**src/rtl/fwd_pkg.sv**
```systemverilog
package fwd_pkg;

    parameter int REG_W  = 5;
    parameter int DATA_W = 32;
    parameter int N_OPS  = 2;
    parameter int N_SRC  = 2;

    localparam int SEL_W = 2;

    typedef enum logic [SEL_W-1:0] {
        SRC_RF  = 2'b00,
        SRC_MWB = 2'b01,
        SRC_EXM = 2'b10
    } src_sel_e;

    typedef struct packed {
        logic [REG_W-1:0] rd;
        logic             we;
    } producer_t;

endpackage

```
**src/rtl/fwd_match.sv**
```systemverilog
module fwd_match
    import fwd_pkg::*;
#(
    parameter int RW = REG_W
) (
    input  logic [RW-1:0] src_reg,
    input  logic [RW-1:0] dst_reg,
    input  logic          dst_we,
    output logic          hit
);

    logic dst_nonzero;
    logic same_reg;

    always_comb begin
        dst_nonzero = |dst_reg;
        same_reg    = (src_reg == dst_reg);
        hit         = dst_we && dst_nonzero && same_reg;
    end

endmodule

```
**src/rtl/fwd_pick.sv**
```systemverilog
module fwd_pick
    import fwd_pkg::*;
(
    input  logic     hit_near,
    input  logic     hit_far,
    output src_sel_e sel
);

    always_comb begin
        unique case ({hit_near, hit_far})
            2'b10, 2'b11: sel = SRC_EXM;
            2'b01:        sel = SRC_MWB;
            default:      sel = SRC_RF;
        endcase
    end

endmodule

```
**src/rtl/fwd_opmux.sv**
```systemverilog
module fwd_opmux
    import fwd_pkg::*;
#(
    parameter int DW = DATA_W
) (
    input  src_sel_e      sel,
    input  logic [DW-1:0] rf_val,
    input  logic [DW-1:0] near_val,
    input  logic [DW-1:0] far_val,
    output logic [DW-1:0] op
);

    always_comb begin
        unique case (sel)
            SRC_EXM: op = near_val;
            SRC_MWB: op = far_val;
            default: op = rf_val;
        endcase
    end

endmodule

```
**src/rtl/fwd_unit.sv**
```systemverilog
module fwd_unit
    import fwd_pkg::*;
#(
    parameter int RW = REG_W,
    parameter int DW = DATA_W
) (
    input  logic [RW-1:0] ex_rs,
    input  logic [RW-1:0] ex_rt,
    input  logic [RW-1:0] exm_rd,
    input  logic          exm_we,
    input  logic [RW-1:0] mwb_rd,
    input  logic          mwb_we,
    input  logic [DW-1:0] rf_a,
    input  logic [DW-1:0] rf_b,
    input  logic [DW-1:0] exm_val,
    input  logic [DW-1:0] mwb_val,
    output logic [1:0]    sel_a,
    output logic [1:0]    sel_b,
    output logic [DW-1:0] op_a,
    output logic [DW-1:0] op_b
);

    localparam int STG_NEAR = 0;
    localparam int STG_FAR  = 1;

    logic [RW-1:0] src_reg [N_OPS];
    logic [DW-1:0] rf_val  [N_OPS];
    logic [DW-1:0] op_val  [N_OPS];
    src_sel_e      sel     [N_OPS];
    producer_t     prod    [N_SRC];
    logic [N_SRC-1:0] hit  [N_OPS];

    always_comb begin
        src_reg[0]     = ex_rs;
        src_reg[1]     = ex_rt;
        rf_val[0]      = rf_a;
        rf_val[1]      = rf_b;
        prod[STG_NEAR] = '{rd: exm_rd, we: exm_we};
        prod[STG_FAR]  = '{rd: mwb_rd, we: mwb_we};
    end

    for (genvar o = 0; o < N_OPS; o++) begin : g_op
        for (genvar s = 0; s < N_SRC; s++) begin : g_stage
            fwd_match #(.RW(RW)) u_match (
                .src_reg (src_reg[o]),
                .dst_reg (prod[s].rd),
                .dst_we  (prod[s].we),
                .hit     (hit[o][s])
            );
        end

        fwd_pick u_pick (
            .hit_near (hit[o][STG_NEAR]),
            .hit_far  (hit[o][STG_FAR]),
            .sel      (sel[o])
        );

        fwd_opmux #(.DW(DW)) u_mux (
            .sel      (sel[o]),
            .rf_val   (rf_val[o]),
            .near_val (exm_val),
            .far_val  (mwb_val),
            .op       (op_val[o])
        );
    end

    always_comb begin
        sel_a = sel[0];
        sel_b = sel[1];
        op_a  = op_val[0];
        op_b  = op_val[1];
    end

endmodule

```
**config.mk**
```make
export PLATFORM = sky130hd
export DESIGN_NAME = fwd_unit
export DESIGN_NICKNAME = d
export VERILOG_FILES = /design/src/rtl/fwd_pkg.sv /design/src/rtl/fwd_match.sv /design/src/rtl/fwd_pick.sv /design/src/rtl/fwd_opmux.sv /design/src/rtl/fwd_unit.sv
export SDC_FILE = /design/constraint.sdc
export NUM_CORES = 1
export LEC_CHECK = 0
export BUFFER_PORTS_ARGS = -buffer_cell sky130_fd_sc_hd__buf_2
export CAP_MARGIN = 20
export CORE_MARGIN = 10
export CORE_UTILIZATION = 32
export DETAILED_ROUTE_END_ITERATION = 10
export GPL_ROUTABILITY_DRIVEN = 0
export PLACE_DENSITY_LB_ADDON = 0.05
export SYNTH_ARGS = -nofsm -noshare
export SYNTH_HDL_FRONTEND = slang
export SYNTH_HIERARCHICAL = 1
export SYNTH_SLANG_ARGS = --single-unit
```
**constraint.sdc**
```tcl
create_clock -name vclk -period 2.2
set_clock_uncertainty 0.2 [all_clocks]
set_input_delay 0.11 -clock vclk [all_inputs]
set_output_delay 0.11 -clock vclk [all_outputs]
set_load 0.01 [all_outputs]
```
==> reports/metrics.csv, run 1 <==
metric,value,unit
gr-usage-all-layers,20.10,%
yosysWarnings,6,
drive_above_1_share,71.80,%
rsz0062_at_grt,yes,
nNetsFinal,656,
endpoint_kind,output pin,
place_ws,-0.07812,ns
max_freq,0.4618,GHz
dp_cells,550,
p_seq_share,0,%
worstPathMaxFanout,8,
coreArea,4755,µm²
finalNonFillerCells,567,
die_y,90.14,µm
synthesis.nets,424,
dr.first_iter.drc_count,178,
grt_overflow_total,0,
rows,25,
clock_power_share,0,%
synth.distinct_cells,16,
portBuffers,218,
max-vdd-ir-drop,0.1305,mV
avgRoutedWirePerCell,18.80,µm
crit_slowest_cell,ha_4,
grt_pass1_vias,2834,
yosysSeqAreaShare,0,%
max_cap_viol_count,0,
timing_hold_violations_final,0,
drc_errors,0,
run_status,finished clean,
diodes,0,
crit_type,input port to output pin,
fin_ws,0.03439,ns
via_per_inst,5.448,
min_period,2.166,ns
arrival,1.86,ns
power_density,158.4,nW/µm²
finalSetupViolCount,0,
start_util,33.11,%
tightest_slew,0.2315,ns
final_cell_mix,"buf_2, o21ai_1, nand2_1, a22oi_2",
combPwrFrac,100.0,%
finish.utilization,77.97,%
ant_nets,0,
p_leak,1.735,nW
die_x,90.14,µm
antenna_found_initial,0,
fin_tns_setup,0,ns
die_area,8124,µm²
fillers,370,
yosysTopAreaCellShare,30.52,%
regArea,0,µm²
fin_crit_sh,98.44,%
area_growth,135.5,%
syn_inst,270,
io_pins,218,
switching_power,287.2,µW
dr.pass1.iters,4,
vias,3089,
dp_hpwl,7711,µm
slew_viol_final,0,
grt_pass1_wl,14280,µm
yosys-top-cells-area,"a22oi_1, o21ai_1, nand2_1, xor2_1, buf_2",
worstPathCellList,"buf_8, xor2_1, nor3_1, and4_1, nor2b_4, inv_2, ha_4, clkbuf_16, nand2_2, o21ai_1, buf_2",
synth_area,1574,µm²
yosysTopAreaCell,a22oi_1,
seq_cells,0,
hp-class,input port to output pin,
switching_share,48.90,%
relSlewSlack,84.44,%
worst_ep_required_time,1.89,ns
startpoint_type,input port,
p_int,300.1,µW
nClkBuffers,0,
final_common_cell,buf_2,
slowest_delay,0.39,ns
power,587.3,µW
grt_max_degree,29,
avgSynthCellArea,5.830,µm²
drt_wl_total,10660,µm
==> metal layers <==
layer / vias up / routed length (µm) / global-route usage, %
li1: 1465 / - / -
met1: 1436 / 3937 / 22.15
met2: 170 / 5570 / 38.38
met3: 18 / 945 / 5.237
met4: 0 / 206 / 2.122
met5: - / 0 / 0
==> layout make-up <==
class                      instances  area, µm²  share of cell area (%)
multi-input combinational        238       1842                   49.68
tap                               67      83.83                   2.261
timing repair buffer             258       1764                   47.59
inverter                           4      17.52                  0.4725
==> power groups by stage <==
stage / Sequential, mW / Clock (mW) / Combinational [mW]
3_3_place_gp: 0 / 0 / 0.453
3_5_place_dp: 0 / 0 / 0.460
2_1_floorplan: 0 / 0 / 0.185
6_report: 0 / 0 / 0.587
5_1_grt: 0 / 0 / 0.637
4_1_cts: 0 / 0 / 0.471
==> worst paths after layout <==
check	slack, ns	cells after the start	endpoint	start
setup / recovery	0.03	11	op_a[8]	ex_rs[3]
hold / removal	0.31	4	op_b[14]	rf_b[14]
==> kinds of logic after synthesis <==
family	count (synthesis)	synth area share [%]
buffers and inverters	32	12.08
AO/OA/AOI/OAI	132	52.15
adder cells (fa/ha/maj)	4	3.180
AND/OR/NAND/NOR	86	23.69
XOR/XNOR	16	8.903
==> through the flow <==
stage	cell area, µm²	hold WS (ns)
final	3707	0.3060
after CTS	2895	0.3195
after detailed placement	2826	0.3131
after global placement	2826	0.3142
after global routing	3707	0.3330
after floorplan	1574	0.1426
==> repair_timing <==
action / CTS / global route
setup buffers: 0 / 4
cloned: 1 / 12
resized for setup: 9 / 141
setup endpoints to repair: 60 / 64
hold buffers: 0 / 0
pin swaps: 1 / 24
==> critical path, delay by kind of cell <==
kind	cells	cell delay, ns
AOI/OAI and AO/OA	1	0.05
xor gates and xnor gates	1	0.15
adders and majority gates	1	0.39
buffers and inverters	4	0.50
and+or+nand+nor	4	0.65
==> cell usage after synthesis <==
| cell | instances |
|---|---|
| a22oi_1 | 64 |
| nor2b_1 | 2 |
| and4_1 | 4 |
| nor3_1 | 4 |
| nand2_1 | 68 |
| o21ai_0 | 8 |
| xor2_1 | 12 |
| ha_1 | 4 |
| nor4_1 | 4 |
| buf_6 | 6 |
| xnor2_1 | 4 |
| o21ai_1 | 60 |
| inv_1 | 4 |
| clkbuf_1 | 2 |
| buf_2 | 20 |
| or2_1 | 4 |
(Power assumes the default switching activity.)
==> inputs of run 2 (changes only) <==
--- a/config.mk
+++ b/config.mk
@@ -7,9 +7,9 @@
 export LEC_CHECK = 0
 export BUFFER_PORTS_ARGS = -buffer_cell sky130_fd_sc_hd__buf_2
 export CAP_MARGIN = 20
-export CORE_MARGIN = 10
-export CORE_UTILIZATION = 32
+export CORE_AREA = 2 2 85 87
 export DETAILED_ROUTE_END_ITERATION = 10
+export DIE_AREA = 0 0 87 89
 export GPL_ROUTABILITY_DRIVEN = 0
 export PLACE_DENSITY_LB_ADDON = 0.05
 export SYNTH_ARGS = -nofsm -noshare
==> run 2 against run 1 <==
The flow now finishes with violations (negative setup slack); maximum frequency fell by 3.0%; via count fell by 1.8%; sequential share of layout area did not move; first-iteration DRC count fell by 75%; clock-buffer cell count did not move; worst setup slack got worse by 0.067 ns; cell area rose by 9.0%; hold slack improved by 0.0032 ns; critical endpoint is now op_b[30].
==> reports/metrics.csv, run 2 (synthesized netlist as in run 1, its figures left out) <==
metric,value,unit,change
vias,3034,,-1.8%
relSlewSlack,84.79,%,+0.35 points
die_area,7743,µm²,-4.7%
slew_viol_final,0,,unchanged
dr.first_iter.drc_count,45,,-75%
fin_crit_sh,101.5,%,+3.1 points
min_period,2.233,ns,+0.06711 ns
tightest_slew,0.2263,ns,-0.005186 ns
p_leak,1.850,nW,+6.7%
crit_top_cell,buf_2,,
grt_overflow_total,0,,unchanged
run_status,"complete, but fails checks",,
gr-usage-all-layers,18.57,%,-1.5 points
dr.pass1.iters,4,,unchanged
fin_tns_setup,-0.1476,ns,-0.1476 ns
grt_max_degree,27,,-6.9%
nClkBuffers,0,,unchanged
regArea,0,µm²,unchanged
final_area,4040,µm²,+9.0%
endpoint_kind,output pin,,
nNetsFinal,665,,+1.4%
worst_ep_required_time,1.89,ns,about the same
grt_pass1_wl,11950,µm,-16%
worstPathMaxFanout,7,,-1
finalNonFillerCells,589,,+3.9%
seq_cells,0,,unchanged
coreArea,6719,µm²,+41%
start_util,23.43,%,-9.7 points
place_ws,-0.09539,ns,-0.01727 ns
portBuffers,218,,unchanged
drc_errors,0,,unchanged
antenna_found_initial,0,,unchanged
rsz0062_at_grt,yes,,
crit_type,input port to output pin,,
area_growth,156.7,%,
finalSetupViolCount,8,,+8
fin_ws,-0.03271,ns,-0.06711 ns
worstPathCellList,"buf_2, xor2_1, nor3_1, and4_1, nor2b_4, inv_2, ha_4, clkbuf_16, nand2_2, o21ai_1, buf_2",,
crit_slowest_cell,ha_4,,
drt_wl_total,9611,µm,-9.8%
max_freq,0.4479,GHz,-3.0%
max-vdd-ir-drop,0.1032,mV,-21%
fillers,623,,+68%
io_pins,218,,unchanged
max_cap_viol_count,0,,unchanged
final_cell_mix,"buf_2, a22oi_2, o21ai_1",,
final_common_cell,buf_2,,
placed_cell_area,2910,µm²,+3.0%
startpoint_type,input port,,
timing_hold_violations_final,0,,unchanged
avgRoutedWirePerCell,16.32,µm,-13%
power,628.7,µW,+7.1%
arrival,1.92,ns,+0.06 ns
die_y,89,µm,-1.3%
dp_cells,567,,+3.1%
violations,negative setup slack,,
slowest_delay,0.40,ns,about the same
power_density,155.6,nW/µm²,-1.8%
grt_pass1_vias,2548,,-10%
die_x,87,µm,-3.5%
via_per_inst,5.151,,-5.4%
hp-class,input port to output pin,,
ant_nets,0,,unchanged
rows,30,,+20%
diodes,0,,unchanged
drive_above_1_share,78.19,%,+6.4 points
dp_hpwl,6238,µm,-19%
## run 2: changes by cell type in the layout (fill, tap and decap cells not counted), sizes merged
cell | before | now
buf | 248 | 257
## run 2: final cells by class
type                       count  area [µm²]  share of cell area (%)
timing repair buffer         267        1944                   48.13
inverter                       4       17.52                  0.4336
multi-input combinational    238        1978                   48.96
tap                           80       100.1                   2.478
## run 2: worst max-delay path: cells and delay by family
family / cells / cell delay (ns)
and+or+nand+nor: 4 / 0.65
adders and majority gates: 1 / 0.40
xor gates and xnor gates: 1 / 0.15
buffers and inverters: 4 / 0.54
AOI/OAI and AO/OA: 1 / 0.06
## run 2: layer usage
layer  vias up  global-route usage, %  wire length [µm]
li1       1490                      -                 -
met1      1411                  22.51              3669
met2       127                  36.02              5269
met3         6                  2.401               601
met4         0                  1.563                70
met5         -                      0                 0
## run 2: power by group
part           switching [mW]  internal [mW]
clock                       0              0
sequential                  0              0
combinational           0.300          0.329
## run 2: final timing paths
kind  depth (start not counted)  startpoint       end  slack (ns)
max                          11    ex_rt[2]  op_b[30]       -0.03
min                           4    rf_a[21]  op_a[21]        0.31
## run 2: stage by stage
stage	util (%)	hold slack, ns
after floorplan	-	0.1426
after global placement	43.31	0.3080
after detailed placement	43.31	0.3089
after CTS	45.77	0.3105
after global routing	60.13	0.3326
final	60.13	0.3093
## run 2: what timing repair did
action	CTS	global route
cloned	2	13
pin swaps	3	34
buffers inserted	0	7
resized for setup	30	166
hold buffers	0	0
setup endpoints to repair	64	64
endpoints found under the hold margin	0	0
==> inputs of run 3 (changes only) <==
--- a/config.mk
+++ b/config.mk
@@ -7,12 +7,13 @@
 export LEC_CHECK = 0
 export BUFFER_PORTS_ARGS = -buffer_cell sky130_fd_sc_hd__buf_2
 export CAP_MARGIN = 20
-export CORE_AREA = 2 2 85 87
+export CORE_AREA = 2 2 84 86
 export DETAILED_ROUTE_END_ITERATION = 10
-export DIE_AREA = 0 0 87 89
+export DIE_AREA = 0 0 86 88
 export GPL_ROUTABILITY_DRIVEN = 0
+export GPL_TIMING_DRIVEN = 0
 export PLACE_DENSITY_LB_ADDON = 0.05
+export SLEW_MARGIN = 20
 export SYNTH_ARGS = -nofsm -noshare
 export SYNTH_HDL_FRONTEND = slang
-export SYNTH_HIERARCHICAL = 1
 export SYNTH_SLANG_ARGS = --single-unit
==> run 3 against run 2 <==
The flow now finishes without violations; final cell count is 13% higher; global-route usage is 11 points higher; synthesized cell count rose by 33%; cell area decreased by 9.1%; non-clock buffer count is 18 higher; synthesized area rose by 40%; maximum frequency rose by 2.0%; largest cell class unchanged; critical endpoint unchanged; first-iteration DRC count grew to 5.9 times the previous value; die area down 2.3%; flip-flop and latch count is the same.
==> reports/metrics.csv, run 3 <==
metric,value,unit,change
run_status,finished clean,,
startpoint_type,input port,,
antenna_found_initial,0,,unchanged
die_x,86,µm,-1.1%
yosysTopAreaCellShare,21.86,%,-8.7 points
endpoint_kind,output pin,,
crit_type,input port to output pin,,
nNetsFinal,735,,+11%
start_util,33.09,%,+9.7 points
p_leak,1.486,nW,-20%
worstPathMaxFanout,10,,+3
die_area,7568,µm²,-2.3%
hold_path_depth,4,,unchanged
synth.top_cells.by_count,"nand4_1, nor3_1, a31oi_1, o31ai_1, clkbuf_1",,
nClkBuffers,0,,unchanged
relSlewSlack,64.50,%,-20 points
yosysTopAreaCell,o31ai_1,,
avgSynthCellArea,6.107,µm²,+4.7%
grt_pass1_vias,3601,,+41%
grt_overflow_total,0,,unchanged
synth_area,2198,µm²,+40%
power,848.6,µW,+35%
max-vdd-ir-drop,0.1210,mV,+17%
dr.first_iter.drc_count,267,,+490%
drc_errors,0,,unchanged
hold_ws,0.3724,ns,+0.06315 ns
coreArea,6644,µm²,-1.1%
io_pins,218,,unchanged
drt_wl_total,12530,µm,+30%
tightest_slew,0.5325,ns,+0.3061 ns
slew_viol_final,0,,unchanged
fin_tns_setup,0,ns,+0.1476 ns
diodes,0,,unchanged
max_cap_viol_count,0,,unchanged
final_cell_mix,"buf_2, nand4_1, nor3_1",,
placed_cell_area,3390,µm²,+16%
finalSetupViolCount,0,,-8
ctsHoldBuffers,0,,unchanged
portBuffers,218,,unchanged
final_area,3674,µm²,-9.1%
slowest_delay,0.57,ns,+0.17 ns
hp-class,input port to output pin,,
dp_hpwl,9567,µm,+53%
syn_inst,360,,+33%
hp-start,rf_b[25],,
ant_nets,0,,unchanged
max_freq,0.4569,GHz,+2.0%
die_y,88,µm,-1.1%
fin_crit_sh,99.48,%,-2.0 points
worstPathCellList,"buf_2, or4_4, o211ai_4, buf_4, buf_4, nor3_1, a31oi_2, buf_2",,
min_to,op_b[25],,
arrival,1.88,ns,-0.04 ns
area_growth,67.10,%,
worstSetupStartpoint,exm_rd[2],,
crit_slowest_cell,or4_4,,
yosysWarnings,0,,-6
timing_hold_violations_final,0,,unchanged
avgRoutedWirePerCell,18.90,µm,+16%
grt_pass1_wl,18430,µm,+54%
gr-usage-all-layers,29.60,%,+11 points
min_period,2.188,ns,-0.04424 ns
seq_cells,0,,unchanged
synth.distinct_cells,21,,+5
power_density,231.0,nW/µm²,+48%
final_common_cell,buf_2,,
worst_ep_required_time,1.89,ns,about the same
grt_max_degree,11,,-59%
rows,30,,unchanged
drive_above_1_share,48.37,%,-30 points
place_ws,-0.1854,ns,-0.09003 ns
rsz0062_at_grt,yes,,
vias,4111,,+35%
regArea,0,µm²,unchanged
yosys-top-cells-area,"o31ai_1, nand4_1, a31oi_1, nor3_1, clkbuf_1",,
synthesis.nets,510,,+20%
via_per_inst,6.201,,+20%
dr.pass1.iters,5,,+1
yosysSeqAreaShare,0,%,unchanged
fin_ws,0.01153,ns,+0.04424 ns
==> run 3: cell types whose count changed in the layout (fill, tap and decap cells not counted), sizes merged, moves of 4 or more <==
cell    change
a22oi      -64
a31oi      +64
and4        -4
buf        -10
clkbuf     +28
ha          -4
nand2      -68
nand4      +66
nor3       +62
o21ai      -67
o31ai      +64
xnor2       +6
==> run 3: worst max path at each step <==
stage,endpoint,depth (start not counted)
2_1_floorplan,sel_b[0],6
3_3_place_gp,op_b[30],8
3_5_place_dp,op_b[30],8
4_1_cts,op_b[30],8
5_1_grt,op_a[29],8
6_report,op_b[30],8
==> run 3: where the power goes <==
part / total [mW] / switching (mW) / leakage [nW] / internal (mW)
Clock: 0 / 0 / 0 / 0
Combinational: 0.849 / 0.520 / 1.49 / 0.329
Sequential: 0 / 0 / 0 / 0
Total: 0.849 / 0.520 / 1.49 / 0.329
==> run 3: cell type report <==
type / instances / area [µm²]
Fill cell: 744 / 2970
Multi-Input combinational cell: 296 / 2006
Timing Repair Buffer: 225 / 1179
Buffer: 60 / 381.6
Tap cell: 80 / 100.1
Inverter: 2 / 7.507
==> run 3: stage by stage <==
stage / utilization [%] / instances
2_1_floorplan: - / 360
3_3_place_gp: 51.02 / 658
3_5_place_dp: 51.02 / 658
4_1_cts: 52.05 / 658
5_1_grt: 55.29 / 663
6_report: 55.29 / 663
==> run 3: repair_timing <==
action                     CTS  global route
resized for setup           24            67
setup endpoints to repair   62            64
cloned                       0             2
pin swaps                    1             9
setup buffers                0             5
==> run 3: logic make-up after synthesis <==
group | Yosys count | share of synthesized area (%)
AOI/OAI and AO/OA | 132 | 41.78
xor gates and xnor gates | 20 | 7.968
buffers and inverters | 64 | 12.41
and+or+nand+nor | 144 | 37.85
==> run 3: routing by layer <==
layer | global-route usage, % | part of all wire, % | vias to the layer above
met4 | 5.628 | 1.8 | 0
li1 | - | - | 1951
met2 | 52.15 | 48 | 259
met1 | 39.36 | 41 | 1875
met5 | 0 | 0 | -
met3 | 2.922 | 8.8 | 26
==> run 3: worst max-delay path, delay by kind of cell <==
| kind | cells | cell delay, ns |
|---|---|---|
| AOI/OAI and AO/OA | 2 | 0.50 |
| buffers and inverters | 4 | 0.61 |
| and+or+nand+nor | 2 | 0.64 |
